File: config.mk
export PLATFORM = sky130hd
export DESIGN_NAME = pwm_scaled_clk
export DESIGN_NICKNAME = d
export VERILOG_FILES = /design/src/rtl/pwm_scaled_clk.sv
export SDC_FILE = /design/constraint.sdc
export NUM_CORES = 1
export LEC_CHECK = 0
export BUFFER_PORTS_ARGS = -buffer_cell sky130_fd_sc_hd__buf_4
export CORE_MARGIN = 2
export CORE_UTILIZATION = 45
export DETAILED_ROUTE_END_ITERATION = 10
export PLACE_DENSITY = 0.75
export SYNTH_ARGS = -nofsm -noshare
export SYNTH_HDL_FRONTEND = slang
export SYNTH_SLANG_ARGS = --single-unit
File: constraint.sdc
create_clock -name clk -period 1.9 [get_ports clk]
set_input_delay 0.19 -clock clk [delete_from_list [all_inputs] [get_ports clk]]
set_output_delay 0.19 -clock clk [all_outputs]
set_load 0.1 [all_outputs]
File: src/rtl/pwm_scaled_clk.sv
module pwm_scaled_clk #(
  parameter int SCALE_W = 8,
  parameter int PRE_W   = 7
) (
  input  logic               clk,
  input  logic               rst_n,
  input  logic               clka_tick,
  input  logic               special_mode,
  input  logic               scale_hold,
  input  logic               scale_wr,
  input  logic [SCALE_W-1:0] scale_wdata,
  input  logic               pre_wr,
  input  logic [PRE_W-1:0]   pre_wdata,
  input  logic               clk_sel,
  input  logic               chan_en,
  output logic [SCALE_W-1:0] scale_q,
  output logic [PRE_W-1:0]   pre_q,
  output logic               s0_tick,
  output logic               chan_clk_tick,
  output logic               chan_active
);

  logic [SCALE_W-1:0] scale_r, cnt_r;
  logic [PRE_W-1:0]   pre_r;
  logic               tgl_r, act_r;

  wire reload   = scale_wr && !(special_mode && scale_hold);
  wire div_tick = clka_tick && (cnt_r == '0) && !reload;
  wire src_tick = clk_sel ? s0_tick : clka_tick;

  assign s0_tick       = div_tick && tgl_r;
  assign chan_clk_tick = chan_en && act_r && src_tick;
  assign chan_active   = act_r;
  assign scale_q       = scale_r;
  assign pre_q         = pre_r;

  always_ff @(posedge clk or negedge rst_n) begin
    if (!rst_n)
      pre_r <= '0;
    else if (special_mode && pre_wr)
      pre_r <= pre_wdata;
    else
      pre_r <= pre_r + 1'b1;
  end

  always_ff @(posedge clk or negedge rst_n) begin
    if (!rst_n)
      scale_r <= '0;
    else if (scale_wr)
      scale_r <= scale_wdata;
  end

  always_ff @(posedge clk or negedge rst_n) begin
    if (!rst_n) begin
      cnt_r <= '0;
      tgl_r <= 1'b0;
    end else if (reload) begin
      cnt_r <= scale_wdata;
      tgl_r <= 1'b0;
    end else if (div_tick) begin
      cnt_r <= scale_r;
      tgl_r <= ~tgl_r;
    end else if (clka_tick) begin
      cnt_r <= cnt_r - 1'b1;
    end
  end

  always_ff @(posedge clk or negedge rst_n) begin
    if (!rst_n)
      act_r <= 1'b0;
    else if (!chan_en)
      act_r <= 1'b0;
    else if (src_tick)
      act_r <= 1'b1;
  end

endmodule


==> flow_results.xml <==
<?xml version="1.0" encoding="UTF-8"?>
<metrics>
  <group name="synthesis">
    <metric name="synth.area.top_cells" unit="">sky130_fd_sc_hd__dfrtp_1, sky130_fd_sc_hd__mux2_2, sky130_fd_sc_hd__o21ai_0</metric>
    <metric name="synth_cells" unit="">134</metric>
    <metric name="synth.net_count" unit="">161</metric>
    <metric name="post-synth-top-area-cell" unit="">sky130_fd_sc_hd__dfrtp_1</metric>
    <metric name="proportion_of_netlist_area_held_by_the_largest_area_contributor" unit="%">46.95</metric>
    <metric name="synth_area_per_cell" unit="sq um">9.944</metric>
    <metric name="synth.yosys.seq_area_share" unit="%">46.95</metric>
    <metric name="ys.warnings.count" unit="">0</metric>
    <metric name="syn-cell-area" unit="sq um">1333</metric>
    <metric name="ys_seq_elements" unit="">25</metric>
    <metric name="synthDistinctLibCells" unit="">29</metric>
  </group>
  <group name="timing">
    <metric name="final.setup_skew" unit="ns">0.005636</metric>
    <metric name="max_freq" unit="MHz">512.7</metric>
    <metric name="totalNegativeSetupSlack" unit="ns">-0.05048</metric>
    <metric name="timing_max_transition_violations_final" unit="">0</metric>
    <metric name="post-route-min-period" unit="ns">1.950</metric>
    <metric name="setup_repair_after_global_routing_missed_its_margin" unit="">yes</metric>
    <metric name="timing.final.ws_setup" unit="ns">-0.05048</metric>
    <metric name="timing_worst_slew_pin_value" unit="ns">0.3756</metric>
    <metric name="timing.final.crit_share" unit="%">102.7</metric>
    <metric name="relSlewSlack" unit="%">74.96</metric>
    <metric name="setup_viol_count_final" unit="">1</metric>
    <metric name="timing_hold_violations_final" unit="">0</metric>
  </group>
  <group name="routing">
    <metric name="wl" unit="um">3460</metric>
    <metric name="viasPerCell" unit="">5.545</metric>
    <metric name="detail-route-antenna-nets" unit="">0</metric>
    <metric name="drc" unit="">0</metric>
    <metric name="vias" unit="">1220</metric>
    <metric name="wl_per_cell" unit="um">15.73</metric>
    <metric name="drt_first_iter_violations" unit="">27</metric>
    <metric name="detail_route.first_pass.iterations" unit="">4</metric>
  </group>
  <group name="global_route">
    <metric name="global_route.overflow_total" unit="">0</metric>
    <metric name="number_of_global_route_vias_before_repair" unit="">1257</metric>
    <metric name="grt_max_degree" unit="">26</metric>
    <metric name="global_route.usage.total" unit="%">21.29</metric>
    <metric name="number_of_antenna_violations_at_the_first_check_in_global_routing" unit="">0</metric>
    <metric name="wire_length_of_the_first_global_routing_pass" unit="um">5540</metric>
  </group>
  <group name="placed_design">
    <metric name="postPlaceCellArea" unit="sq um">1718</metric>
    <metric name="dpl.cell_count" unit="">205</metric>
    <metric name="dp_slack" unit="ns">0.07585</metric>
    <metric name="post-dp-hpwl" unit="um">2207</metric>
    <metric name="gp_congestion" unit="">0.8146</metric>
    <metric name="buffer_ports.inserted" unit="">41</metric>
  </group>
  <group name="finish">
    <metric name="final_area" unit="sq um">1877</metric>
    <metric name="finalNonFillerCells" unit="">220</metric>
    <metric name="antenna_cells" unit="">0</metric>
    <metric name="design.final.nets" unit="">217</metric>
    <metric name="flow.area_growth_from_synthesis" unit="%">40.85</metric>
    <metric name="drive_above_1_share" unit="%">41.27</metric>
    <metric name="nFillCells" unit="">239</metric>
  </group>
  <group name="clock_network">
    <metric name="htree_num_levels" unit="">1</metric>
    <metric name="worstSkewPairLatency" unit="ns">0.33</metric>
    <metric name="tritoncts.num_buffers" unit="">3</metric>
    <metric name="clk_path_buf_depth" unit="">2</metric>
    <metric name="ctsRootBufferMaster" unit="">sky130_fd_sc_hd__clkbuf_4</metric>
    <metric name="cts.sink_count" unit="">25</metric>
    <metric name="tritoncts" unit="">built</metric>
    <metric name="clk_transition_reported_paths" unit="ns">0.14</metric>
  </group>
  <group name="pwr">
    <metric name="max-vdd-ir-drop" unit="uV">1344</metric>
    <metric name="pwr_density_cell" unit="nW/um^2">1128</metric>
    <metric name="leakage" unit="nW">0.8590</metric>
  </group>
  <group name="worst_setup_path">
    <metric name="crit_type" unit="">register to output pin</metric>
    <metric name="critPathCaptureType" unit="">output pin</metric>
    <metric name="cp_max_fo" unit="">3</metric>
    <metric name="critPathLaunchType" unit="">register</metric>
    <metric name="cp_data_required_time" unit="ns">1.71</metric>
    <metric name="worstPathArrival" unit="ns">1.76</metric>
  </group>
  <group name="flow_run">
    <metric name="drv.max_cap_violation_count" unit="">0</metric>
  </group>
  <group name="outcome">
    <metric name="failed_checks" unit="">setup timing</metric>
    <metric name="run_status" unit="">finished, violations left</metric>
  </group>
  <group name="floorplan">
    <metric name="fp.dieW" unit="um">58.42</metric>
    <metric name="design.core.area" unit="sq um">2781</metric>
    <metric name="number_of_top_level_design_ports" unit="">42</metric>
    <metric name="initial_core_util" unit="%">47.91</metric>
    <metric name="core.rowCount" unit="">19</metric>
    <metric name="die_area" unit="sq um">3412</metric>
    <metric name="fp.dieH" unit="um">58.42</metric>
  </group>
  <group name="hold_path">
    <metric name="hold_path.class" unit="">input pin to register</metric>
  </group>
</metrics>
## cell usage in the layout (no fill, tap or decap), types with 3 or more instances in the layout
master,synthesis,final
sky130_fd_sc_hd__clkbuf_4,0,3
sky130_fd_sc_hd__mux2i_1,5,5
sky130_fd_sc_hd__a21oi_1,7,6
sky130_fd_sc_hd__dfrtp_1,25,23
sky130_fd_sc_hd__buf_4,0,51
sky130_fd_sc_hd__xnor2_1,3,3
sky130_fd_sc_hd__o31ai_1,3,3
sky130_fd_sc_hd__inv_1,5,3
sky130_fd_sc_hd__nand3_1,4,4
sky130_fd_sc_hd__mux2_2,8,8
sky130_fd_sc_hd__nand2_1,16,16
sky130_fd_sc_hd__o21ai_0,15,15
sky130_fd_sc_hd__xor2_1,5,5
sky130_fd_sc_hd__nor2_1,7,6
sky130_fd_sc_hd__nor3b_1,6,5
## routing by layer
layer  vias to the layer above  GRT usage (%)  wire, um
li1                        591              -         -
met1                       585          26.67      1472
met2                        33          36.76      1764
met3                        11          2.198       144
met4                         0          9.967        79
met5                         -              0         0
## worst paths after layout
check	slack [ns]	endpoint	startpoint	depth (start not counted)
setup / recovery	-0.05	chan_clk_tick	cnt_r[1]	6
hold / removal	0.04	chan_active	clk_sel	2
setup reg to reg	0.01	cnt_r[5]	cnt_r[0]	5
hold reg to reg	0.55	scale_q[1]	scale_q[1]	1
max in group asynchronous	1.34	cnt_r[2]	rst_n	2
min in group asynchronous	0.29	pre_q[0]	rst_n	2
## where the power goes
part           leakage [nW]  internal, mW  switching, mW  total [mW]
Sequential            0.300         0.635          0.114       0.748
Clock                0.0150        0.0824          0.171       0.253
Combinational         0.544         0.340          0.775        1.11
Total                 0.859          1.06           1.06        2.12
## state kept, by name, indices dropped and copies added (netlist names)
| name | cells |
|---|---|
| cnt_r | 8 |
| scale_q | 8 |
| pre_q | 7 |
| chan_active | 1 |
| tgl_r | 1 |
## area by class of cell
cell class              count  area [sq um]  area share [%]
repair buffers             55         444.2           23.67
clock buffers               4         26.28           1.400
inverters                   5         18.77           1.000
well taps                  31         38.79           2.067
multi-input cells         100         720.7           38.40
flip-flops and latches     25         628.1           33.47
## stage by stage
stage,utilization [%],hold slack (ns),power [mW]
6_report,67.48,0.04155,2.116
4_1_cts,66.40,0.04211,2.095
2_1_floorplan,-,-0.1056,1.532
3_3_place_gp,61.76,0.1143,1.764
3_5_place_dp,61.76,0.1208,1.789
5_1_grt,67.48,0.05392,2.200
## what timing repair did
item	in CTS	in global routing
resized for setup	6	6
hold buffers	1	0
setup buffers	9	2
cloned	0	0
setup endpoints to repair	2	3
hold endpoints to repair	25	0
pin swaps	3	4
## synthesized netlist by cell type
cell / count
sky130_fd_sc_hd__xor2_1: 5
sky130_fd_sc_hd__nor4_2: 1
sky130_fd_sc_hd__xnor2_1: 3
sky130_fd_sc_hd__or3_1: 2
sky130_fd_sc_hd__o2111a_1: 1
sky130_fd_sc_hd__o32ai_1: 1
sky130_fd_sc_hd__mux2i_1: 5
sky130_fd_sc_hd__and2_1: 2
sky130_fd_sc_hd__a21boi_1: 1
sky130_fd_sc_hd__nand4_1: 1
sky130_fd_sc_hd__nand2_1: 16
sky130_fd_sc_hd__nor2_1: 7
sky130_fd_sc_hd__a21oi_1: 7
sky130_fd_sc_hd__dfrtp_1: 25
sky130_fd_sc_hd__ha_1: 3
sky130_fd_sc_hd__or4_4: 1
sky130_fd_sc_hd__and3_1: 1
sky130_fd_sc_hd__clkbuf_1: 4
sky130_fd_sc_hd__a22oi_1: 1
sky130_fd_sc_hd__a31oi_1: 2
sky130_fd_sc_hd__nor3b_1: 6
sky130_fd_sc_hd__inv_1: 5
sky130_fd_sc_hd__mux2_2: 8
sky130_fd_sc_hd__o31ai_1: 3
sky130_fd_sc_hd__o31ai_2: 1
sky130_fd_sc_hd__nand3_1: 4
sky130_fd_sc_hd__nor3_1: 2
sky130_fd_sc_hd__o21ai_0: 15
sky130_fd_sc_hd__nand3_2: 1
## worst max-delay path: stages (launching register included)
cell,delay [ns]
sky130_fd_sc_hd__dfrtp_1,0.43
sky130_fd_sc_hd__inv_2,0.09
sky130_fd_sc_hd__ha_4,0.13
sky130_fd_sc_hd__nor3b_4,0.21
sky130_fd_sc_hd__nand4_1,0.20
sky130_fd_sc_hd__a21oi_4,0.19
sky130_fd_sc_hd__buf_12,0.19
## cells by family after synthesis
kind of cell               share of synthesized area [%]
xor gates and xnor gates                           5.258
AOI/OAI and AO/OA                                  14.46
DFF                                                46.95
adders and majority gates                          2.817
and+or+nand+nor                                    17.47
buffers and inverters                              2.535
muxes                                              10.52
No activity file was read; power rests on OpenSTA's default activity.
